File: config.mk
export PLATFORM = sky130hd
export DESIGN_NAME = imm_unfold
export DESIGN_NICKNAME = d
export VERILOG_FILES = /design/src/rtl/imm_unfold_pkg.sv /design/src/rtl/imm_ext_split.sv /design/src/rtl/imm_unfold_ctrl.sv /design/src/rtl/imm_word_gen.sv /design/src/rtl/imm_unfold.sv
export SDC_FILE = /design/constraint.sdc
export NUM_CORES = 1
export LEC_CHECK = 0
export ABC_CLOCK_PERIOD_IN_PS = 2500
export BUFFER_PORTS_ARGS = -buffer_cell sky130_fd_sc_hd__buf_2
export CORE_UTILIZATION = 30
export CTS_CLUSTER_DIAMETER = 100
export CTS_CLUSTER_SIZE = 40
export DETAILED_ROUTE_END_ITERATION = 8
export PLACE_DENSITY = 0.61
export SETUP_SLACK_MARGIN = 0.3
export SLEW_MARGIN = 25
export SYNTH_ARGS = -nofsm -noshare
export SYNTH_HDL_FRONTEND = slang
export SYNTH_HIERARCHICAL = 1
export SYNTH_SLANG_ARGS = --single-unit
File: constraint.sdc
create_clock -name clk -period 2.5 [get_ports clk]
set_input_delay 0.25 -clock clk [delete_from_list [all_inputs] [get_ports clk]]
set_output_delay 0.25 -clock clk [all_outputs]
set_load 0.01 [all_outputs]
File: src/rtl/imm_unfold_pkg.sv
package imm_unfold_pkg;

  typedef enum logic [3:0] {
    SRC_ADDI  = 4'd0,
    SRC_ADDIU = 4'd1,
    SRC_SLTI  = 4'd2,
    SRC_SLTIU = 4'd3,
    SRC_ANDI  = 4'd4,
    SRC_ORI   = 4'd5,
    SRC_XORI  = 4'd6,
    SRC_LUI   = 4'd7,
    SRC_LOAD  = 4'd8,
    SRC_STORE = 4'd9
  } src_op_e;

  typedef enum logic [3:0] {
    TG_LUI   = 4'd0,
    TG_ADDI  = 4'd1,
    TG_SLTI  = 4'd2,
    TG_SLTIU = 4'd3,
    TG_ANDI  = 4'd4,
    TG_ORI   = 4'd5,
    TG_XORI  = 4'd6,
    TG_ADD   = 4'd7,
    TG_SLT   = 4'd8,
    TG_SLTU  = 4'd9,
    TG_AND   = 4'd10,
    TG_OR    = 4'd11,
    TG_XOR   = 4'd12,
    TG_LOAD  = 4'd13,
    TG_STORE = 4'd14
  } tgt_op_e;

  typedef enum logic [1:0] {
    STEP_PASS,
    STEP_UPPER,
    STEP_MID,
    STEP_FINAL
  } step_e;

  function automatic logic uses_zero_ext(input logic [3:0] s);
    return (s == SRC_ANDI) || (s == SRC_ORI) || (s == SRC_XORI);
  endfunction

  function automatic logic is_mem_op(input logic [3:0] s);
    return (s == SRC_LOAD) || (s == SRC_STORE);
  endfunction

  function automatic logic [3:0] imm_form(input logic [3:0] s);
    logic [3:0] t;
    case (s)
      SRC_SLTI:  t = TG_SLTI;
      SRC_SLTIU: t = TG_SLTIU;
      SRC_ANDI:  t = TG_ANDI;
      SRC_ORI:   t = TG_ORI;
      SRC_XORI:  t = TG_XORI;
      default:   t = TG_ADDI;
    endcase
    return t;
  endfunction

  function automatic logic [3:0] reg_form(input logic [3:0] s);
    logic [3:0] t;
    case (s)
      SRC_SLTI:  t = TG_SLT;
      SRC_SLTIU: t = TG_SLTU;
      SRC_ANDI:  t = TG_AND;
      SRC_ORI:   t = TG_OR;
      SRC_XORI:  t = TG_XOR;
      default:   t = TG_ADD;
    endcase
    return t;
  endfunction

endpackage

File: src/rtl/imm_ext_split.sv
module imm_ext_split
  import imm_unfold_pkg::*;
#(
  parameter int XLEN      = 32,
  parameter int SRC_IMM_W = 16,
  parameter int TGT_IMM_W = 12,
  parameter int HI_W      = XLEN - TGT_IMM_W
) (
  input  logic [3:0]           op,
  input  logic [SRC_IMM_W-1:0] imm,
  output logic [XLEN-1:0]      ext,
  output logic [HI_W-1:0]      hi,
  output logic [TGT_IMM_W-1:0] lo,
  output logic [1:0]           grp_len
);

  localparam logic [XLEN-1:0] ROUND = XLEN'(1) << (TGT_IMM_W - 1);

  logic [XLEN-1:0] rounded;
  logic            fits;
  logic            top_zero;
  logic            top_ones;

  always_comb begin
    if (uses_zero_ext(op)) begin
      ext = {{(XLEN-SRC_IMM_W){1'b0}}, imm};
    end else begin
      ext = {{(XLEN-SRC_IMM_W){imm[SRC_IMM_W-1]}}, imm};
    end
    rounded  = ext + ROUND;
    hi       = rounded[XLEN-1:TGT_IMM_W];
    lo       = ext[TGT_IMM_W-1:0];
    top_zero = ~(|ext[XLEN-1:TGT_IMM_W-1]);
    top_ones = &ext[XLEN-1:TGT_IMM_W-1];
    fits     = (op == SRC_LUI) || top_zero || top_ones;
    if (fits) begin
      grp_len = 2'd1;
    end else if (is_mem_op(op) || (lo != '0)) begin
      grp_len = 2'd3;
    end else begin
      grp_len = 2'd2;
    end
  end

endmodule

File: src/rtl/imm_unfold_ctrl.sv
module imm_unfold_ctrl (
  input  logic       clk,
  input  logic       rst_n,
  input  logic       in_valid,
  input  logic       out_ready,
  input  logic [1:0] in_len,
  output logic       in_ready,
  output logic       take,
  output logic       busy,
  output logic [1:0] step,
  output logic [1:0] len,
  output logic       last
);

  always_comb begin
    last     = busy && (step == (len - 2'd1));
    in_ready = !busy || (out_ready && last);
    take     = in_valid && in_ready;
  end

  always_ff @(posedge clk) begin
    if (!rst_n) begin
      busy <= 1'b0;
      step <= 2'd0;
      len  <= 2'd1;
    end else if (take) begin
      busy <= 1'b1;
      step <= 2'd0;
      len  <= in_len;
    end else if (busy && out_ready) begin
      if (last) begin
        busy <= 1'b0;
      end else begin
        step <= step + 2'd1;
      end
    end
  end

  AST_STEP_IN_GROUP: assert property (@(posedge clk) disable iff (!rst_n)
    busy |-> (step < len));

endmodule

File: src/rtl/imm_word_gen.sv
module imm_word_gen
  import imm_unfold_pkg::*;
#(
  parameter int XLEN      = 32,
  parameter int REG_W     = 5,
  parameter int SRC_IMM_W = 16,
  parameter int TGT_IMM_W = 12,
  parameter int HI_W      = XLEN - TGT_IMM_W
) (
  input  logic [1:0]           step,
  input  logic [1:0]           len,
  input  logic [3:0]           src_op,
  input  logic [REG_W-1:0]     rs,
  input  logic [REG_W-1:0]     rt,
  input  logic [REG_W-1:0]     tmp,
  input  logic [XLEN-1:0]      ext,
  input  logic [HI_W-1:0]      hi,
  input  logic [TGT_IMM_W-1:0] lo,
  output logic [3:0]           op,
  output logic [REG_W-1:0]     rd,
  output logic [REG_W-1:0]     rs1,
  output logic [REG_W-1:0]     rs2,
  output logic [XLEN-1:0]      imm
);

  localparam int LUI_SH = SRC_IMM_W - TGT_IMM_W;

  step_e           kind;
  logic [XLEN-1:0] lo_sx;
  logic [XLEN-1:0] hi_zx;
  logic [XLEN-1:0] lui_val;

  always_comb begin
    lo_sx   = {{(XLEN-TGT_IMM_W){lo[TGT_IMM_W-1]}}, lo};
    hi_zx   = {{TGT_IMM_W{1'b0}}, hi};
    lui_val = XLEN'(ext[SRC_IMM_W-1:0]) << LUI_SH;
    if (len == 2'd1) begin
      kind = STEP_PASS;
    end else if (step == 2'd0) begin
      kind = STEP_UPPER;
    end else if (step == (len - 2'd1)) begin
      kind = STEP_FINAL;
    end else begin
      kind = STEP_MID;
    end
  end

  always_comb begin
    op  = TG_ADDI;
    rd  = '0;
    rs1 = '0;
    rs2 = '0;
    imm = '0;
    case (kind)
      STEP_PASS: begin
        if (src_op == SRC_LUI) begin
          op  = TG_LUI;
          rd  = rt;
          imm = lui_val;
        end else if (src_op == SRC_LOAD) begin
          op  = TG_LOAD;
          rd  = rt;
          rs1 = rs;
          imm = ext;
        end else if (src_op == SRC_STORE) begin
          op  = TG_STORE;
          rs1 = rs;
          rs2 = rt;
          imm = ext;
        end else begin
          op  = imm_form(src_op);
          rd  = rt;
          rs1 = rs;
          imm = ext;
        end
      end
      STEP_UPPER: begin
        op  = TG_LUI;
        rd  = tmp;
        imm = hi_zx;
      end
      STEP_MID: begin
        rd  = tmp;
        rs1 = tmp;
        if (is_mem_op(src_op)) begin
          op  = TG_ADD;
          rs2 = rs;
        end else begin
          op  = TG_ADDI;
          imm = lo_sx;
        end
      end
      default: begin
        if (src_op == SRC_LOAD) begin
          op  = TG_LOAD;
          rd  = rt;
          rs1 = tmp;
          imm = lo_sx;
        end else if (src_op == SRC_STORE) begin
          op  = TG_STORE;
          rs1 = tmp;
          rs2 = rt;
          imm = lo_sx;
        end else begin
          op  = reg_form(src_op);
          rd  = rt;
          rs1 = rs;
          rs2 = tmp;
        end
      end
    endcase
  end

endmodule

File: src/rtl/imm_unfold.sv
module imm_unfold
  import imm_unfold_pkg::*;
#(
  parameter int XLEN      = 32,
  parameter int REG_W     = 5,
  parameter int SRC_IMM_W = 16,
  parameter int TGT_IMM_W = 12
) (
  input  logic                 clk,
  input  logic                 rst_n,
  input  logic [REG_W-1:0]     cfg_tmp_reg,
  input  logic                 in_valid,
  output logic                 in_ready,
  input  logic [XLEN-1:0]      in_pc,
  input  logic [3:0]           in_op,
  input  logic [REG_W-1:0]     in_rs,
  input  logic [REG_W-1:0]     in_rt,
  input  logic [SRC_IMM_W-1:0] in_imm,
  output logic                 out_valid,
  input  logic                 out_ready,
  output logic [XLEN-1:0]      out_pc,
  output logic [3:0]           out_op,
  output logic [REG_W-1:0]     out_rd,
  output logic [REG_W-1:0]     out_rs1,
  output logic [REG_W-1:0]     out_rs2,
  output logic [XLEN-1:0]      out_imm,
  output logic                 out_last
);

  localparam int HI_W = XLEN - TGT_IMM_W;
  localparam logic signed [XLEN-1:0] IMM_MAX = XLEN'((1 << (TGT_IMM_W - 1)) - 1);
  localparam logic signed [XLEN-1:0] IMM_MIN = -IMM_MAX - XLEN'(1);

  logic [XLEN-1:0]      x_ext;
  logic [HI_W-1:0]      x_hi;
  logic [TGT_IMM_W-1:0] x_lo;
  logic [1:0]           x_len;

  logic                 take;
  logic                 busy;
  logic [1:0]           step;
  logic [1:0]           len;
  logic                 last;

  logic [XLEN-1:0]      h_pc;
  logic [3:0]           h_op;
  logic [REG_W-1:0]     h_rs;
  logic [REG_W-1:0]     h_rt;
  logic [REG_W-1:0]     h_tmp;
  logic [XLEN-1:0]      h_ext;
  logic [HI_W-1:0]      h_hi;
  logic [TGT_IMM_W-1:0] h_lo;

  imm_ext_split #(
    .XLEN(XLEN), .SRC_IMM_W(SRC_IMM_W), .TGT_IMM_W(TGT_IMM_W), .HI_W(HI_W)
  ) u_split (
    .op(in_op), .imm(in_imm), .ext(x_ext), .hi(x_hi), .lo(x_lo), .grp_len(x_len)
  );

  imm_unfold_ctrl u_ctrl (
    .clk(clk), .rst_n(rst_n), .in_valid(in_valid), .out_ready(out_ready),
    .in_len(x_len), .in_ready(in_ready), .take(take), .busy(busy),
    .step(step), .len(len), .last(last)
  );

  always_ff @(posedge clk) begin
    if (!rst_n) begin
      h_pc  <= '0;
      h_op  <= '0;
      h_rs  <= '0;
      h_rt  <= '0;
      h_tmp <= '0;
      h_ext <= '0;
      h_hi  <= '0;
      h_lo  <= '0;
    end else if (take) begin
      h_pc  <= in_pc;
      h_op  <= in_op;
      h_rs  <= in_rs;
      h_rt  <= in_rt;
      h_tmp <= cfg_tmp_reg;
      h_ext <= x_ext;
      h_hi  <= x_hi;
      h_lo  <= x_lo;
    end
  end

  imm_word_gen #(
    .XLEN(XLEN), .REG_W(REG_W), .SRC_IMM_W(SRC_IMM_W),
    .TGT_IMM_W(TGT_IMM_W), .HI_W(HI_W)
  ) u_gen (
    .step(step), .len(len), .src_op(h_op), .rs(h_rs), .rt(h_rt),
    .tmp(h_tmp), .ext(h_ext), .hi(h_hi), .lo(h_lo),
    .op(out_op), .rd(out_rd), .rs1(out_rs1), .rs2(out_rs2), .imm(out_imm)
  );

  assign out_valid = busy;
  assign out_pc    = h_pc;
  assign out_last  = last;

  AST_IDLE_ACCEPTS: assert property (@(posedge clk) disable iff (!rst_n)
    !out_valid |-> in_ready);

  AST_STALL_HOLDS: assert property (@(posedge clk) disable iff (!rst_n)
    (out_valid && !out_ready) |=> (out_valid && $stable(out_op) && $stable(out_rd) &&
      $stable(out_rs1) && $stable(out_rs2) && $stable(out_imm) && $stable(out_pc)));

  AST_BLOCK_MIDGROUP: assert property (@(posedge clk) disable iff (!rst_n)
    (out_valid && !out_last) |-> !in_ready);

  AST_PC_KEPT_IN_GROUP: assert property (@(posedge clk) disable iff (!rst_n)
    (out_valid && out_ready && !out_last) |=> (out_valid && $stable(out_pc)));

  AST_EARLY_WORDS_TO_TMP: assert property (@(posedge clk) disable iff (!rst_n)
    (out_valid && !out_last) |-> (out_rd == h_tmp));

  AST_IMM_IN_FIELD: assert property (@(posedge clk) disable iff (!rst_n)
    (out_valid && (out_op != TG_LUI) && ((out_op <= TG_XORI) || (out_op >= TG_LOAD)))
      |-> (($signed(out_imm) >= IMM_MIN) && ($signed(out_imm) <= IMM_MAX)));

  AST_UPPER_IN_FIELD: assert property (@(posedge clk) disable iff (!rst_n)
    (out_valid && (out_op == TG_LUI)) |-> (out_imm[XLEN-1:HI_W] == '0));

endmodule

==> metrics.md <==
| Metric | Value |
|---|---|
| Status | `finished with violations` |
| Failing checks | `negative setup slack` |
| DRC viols | `0` |
| Synth area leaders | `dfxtp_1, mux2i_1, nor2b_1` |
| Worst setup margin | `-0.386 ns` |
| Pin count of the biggest net entering global routing | `47` |
| Area leader, netlist | `dfxtp_1` |
| Die X-Extent | `150 um` |
| Later-pin clock latency in the skew report | `0.42 ns` |
| Vias in the first global route | `4,928` |
| CP peak stage delay | `0.40 ns` |
| Core area | `0.0212 mm2` |
| RSZ-0062 raised after global routing | `true` |
| Post-Synthesis Cell Area | `0.00657 mm2` |
| Critical path buffers and inverters | `4` |
| DRT antenna net count | `0` |
| Yosys warns | `6` |
| Final setup fails | `50` |
| Tmin final | `2.89 ns` |
| Total die area | `0.0225 mm2` |
| Post-synth EDFFs | `0` |
| Delay-heaviest family, CP | `compound AO/OA/AOI/OAI gates` |
| Worst hold stages | `3` |
| Fraction of layout cells with a size suffix above 1 | `34.4%` |
| Avg WL per Cell | `15.1 um` |
| Slew Viols, Final | `0` |
| Seq/Total Area, Yosys | `36.6%` |
| Synth top area share | `36.6%` |
| Worst Hold Class | `in2reg` |
| Pwr/cell area | `696 mW/mm2` |
| CP startpoint kind | `flop` |
| VDD IR max | `0.000415 V` |
| Maxcap violations | `0` |
| Final nets | `916` |
| R2R cell count | `8` |
| H-tree Lvls | `4` |
| Drt first pass iters | `6` |
| First-pass GRT wire length | `26.4 mm` |
| CTS max path bufs | `2` |
| Die Ht | `150 um` |
| Clk sinks | `120` |
| Final Util | `39.9%` |
| WL final | `16.9 mm` |
| Synth unique cells | `59` |
| Setup TNS | `-15.15 ns` |
| Worst reg2reg setup slack | `0.37 ns` |
| GPL Wtd Cong | `0.760` |
| Grt peak-use layer | `met2` |
| Peak Freq | `346 MHz` |
| Most common cell after layout, fill and taps aside | `buf_2` |
| Clock Tree Root | `clkbuf_16` |
| Drt first-iter violations | `206` |
| Top cell by count, worst path | `ha_4` |
| Total global routing overflow | `0` |
| Ys async rst share | `0%` |
| Synthesized instance count | `705` |
| CP Capture Type | `output pin` |
| GRT met1 Usage | `19.2%` |
| I/O pin total | `157` |
| Slowest stage cell on the critical path | `a222oi_1` |
| CTS tree | `yes` |
| Tot GR Track Use | `15.4%` |
| Clock slew seen by the registers of the worst setup and hold paths | `0.06 ns` |
| Initial antenna violation count | `2` |
| Port-buffer cells | `156` |
| Dpl hpwl | `11.9 mm` |
| #FFs+latches synth | `120` |
| Row count | `53` |
| Final worst-path cycle share | `115%` |
| Grt met2 use | `24.8%` |
| Met3 GRT Util | `5.06%` |
| Worst EP arrival | `2.64 ns` |
| Total CTS buffers | `17` |
| Fin. Hold Viols | `0` |
| Leakage dissipation | `3.89 nW` |
| Via/cell ratio | `4.61` |
| Avg Inst Size Synth | `9.32 um2` |
| Main synth FF type | `dfxtp_1` |
| Clock Skew | `0.0110 ns` |
| Crit-path max FO | `6` |
| Most frequent cells in the layout | `buf_2, mux2i_1, nor2b_1, dfxtp_1, nand2_1` |
| Pin slew with the least headroom to its limit | `0.698 ns` |
| Area grow syn2layout | `28.8%` |
| Crit path kind | `reg2out` |
| DR vias | `5,184` |
| Worst path depth | `12` |
| Worst endpoint required time | `2.25 ns` |
| Slew headroom | `53.3%` |
| DP Worst Slack | `-0.0719 ns` |
| Initial Utilization | `31.0%` |
| CP Cell Sequence | `inv_2, ha_4, nor2b_4, o21ai_1, and3_4, ha_4, nand2b_4, mux2i_4, buf_12, a222oi_1, inv_1, buf_2` |
| Post-Syn Nets | `786` |
cell families after synthesis:
kind of cell               after synthesis  share of synthesized area [%]
AOI/OAI and AO/OA                       61                           7.12
xor gates and xnor gates                 4                          0.648
adders and majority gates               10                           1.90
buffers and inverters                  114                           12.0
DFF                                    120                           36.6
muxes                                  121                           18.7
and+or+nand+nor                        275                           23.1
report_power, final:
part / switching (mW) / internal [mW] / leakage, nW
sequential: 0.107 / 2.07 / 0.989
combinational: 0.592 / 0.578 / 2.62
clock: 0.947 / 1.60 / 0.285
through the flow:
stage / power [mW] / hold slack (ns) / std cells / area, um2
5_1_grt: 6.17 / 0.0807 / 1123 / 8460
3_3_place_gp: 3.30 / 0.493 / 1077 / 7430
3_5_place_dp: 3.30 / 0.502 / 1077 / 7430
4_1_cts: 5.93 / 0.0676 / 1119 / 8270
6_report: 5.89 / 0.0887 / 1125 / 8460
2_1_floorplan: 3.00 / 0.360 / 705 / 6680
cell usage after synthesis (2+ instances only):
library cell and count:
inv_1 19, nand3_1 23, nand4b_1 2, a22o_1 5, buf_4 55, and3_1 4, or2b_1 2, nor3b_1 2
nand4_1 10, buf_6 7, xor2_1 2, nor2b_1 120, a21oi_1 13, a221oi_1 5, and3_4 2, ha_1 10
and4b_1 2, a222oi_1 4, mux2i_1 119, nor4_1 2, nor2_1 14, o21ai_0 8, clkbuf_1 18, a31oi_1 5
and2_1 2, dfxtp_1 120, buf_2 9, nand2_1 75, a221o_1 10, buf_12 5, nand2b_1 3
area by class of cell:
cell class / count / area, um2
Fill cell: 2142 / 12800
Multi-Input combinational cell: 471 / 3580
Sequential cell: 120 / 2410
Timing Repair Buffer: 206 / 1430
Clock buffer: 18 / 439
Tap cell: 275 / 344
Clock inverter: 14 / 173
Inverter: 19 / 86.3
Antenna cell: 2 / 5.00
routing by layer:
layer / part of all wire (%) / up-vias
met5: 0 / -
met4: 1.3 / 0
met3: 7.4 / 16
met2: 46 / 171
met1: 45 / 2369
li1: - / 2628
flip-flops by register name, summed over array words and instances (netlist names):
register / count
h_tmp: 5
h_rt: 5
h_ext: 32
u_ctrl/busy: 1
h_op: 4
u_ctrl/len: 2
out_pc: 32
u_ctrl/step: 2
h_hi: 20
h_rs: 5
h_lo: 12
worst register-to-register path: stages, from the launching register on:
cell and delay, ns:
dfxtp_2 0.32, buf_4 0.14, xnor2_2 0.29, mux2i_4 0.35, a31oi_4 0.19, clkinv_8 0.19, buf_12 0.24, mux2i_1 0.22
nor2b_1 0.07
final timing paths:
check / from / end
setup / recovery: u_ctrl/len[1] / out_imm[1]
hold / removal: in_pc[24] / out_pc[24]
setup reg to reg: u_ctrl/len[1] / out_pc[14]
hold reg to reg: out_pc[29] / out_pc[29]
timing repair:
item,CTS,global route
pin swaps,9,14
endpoints found under the hold margin,0,0
hold buffers,0,0
gates resized for setup,31,29
setup endpoints to repair,85,152
cloned,1,1
buffers inserted,9,3
Note: power is estimated with default switching activity, not from simulation.
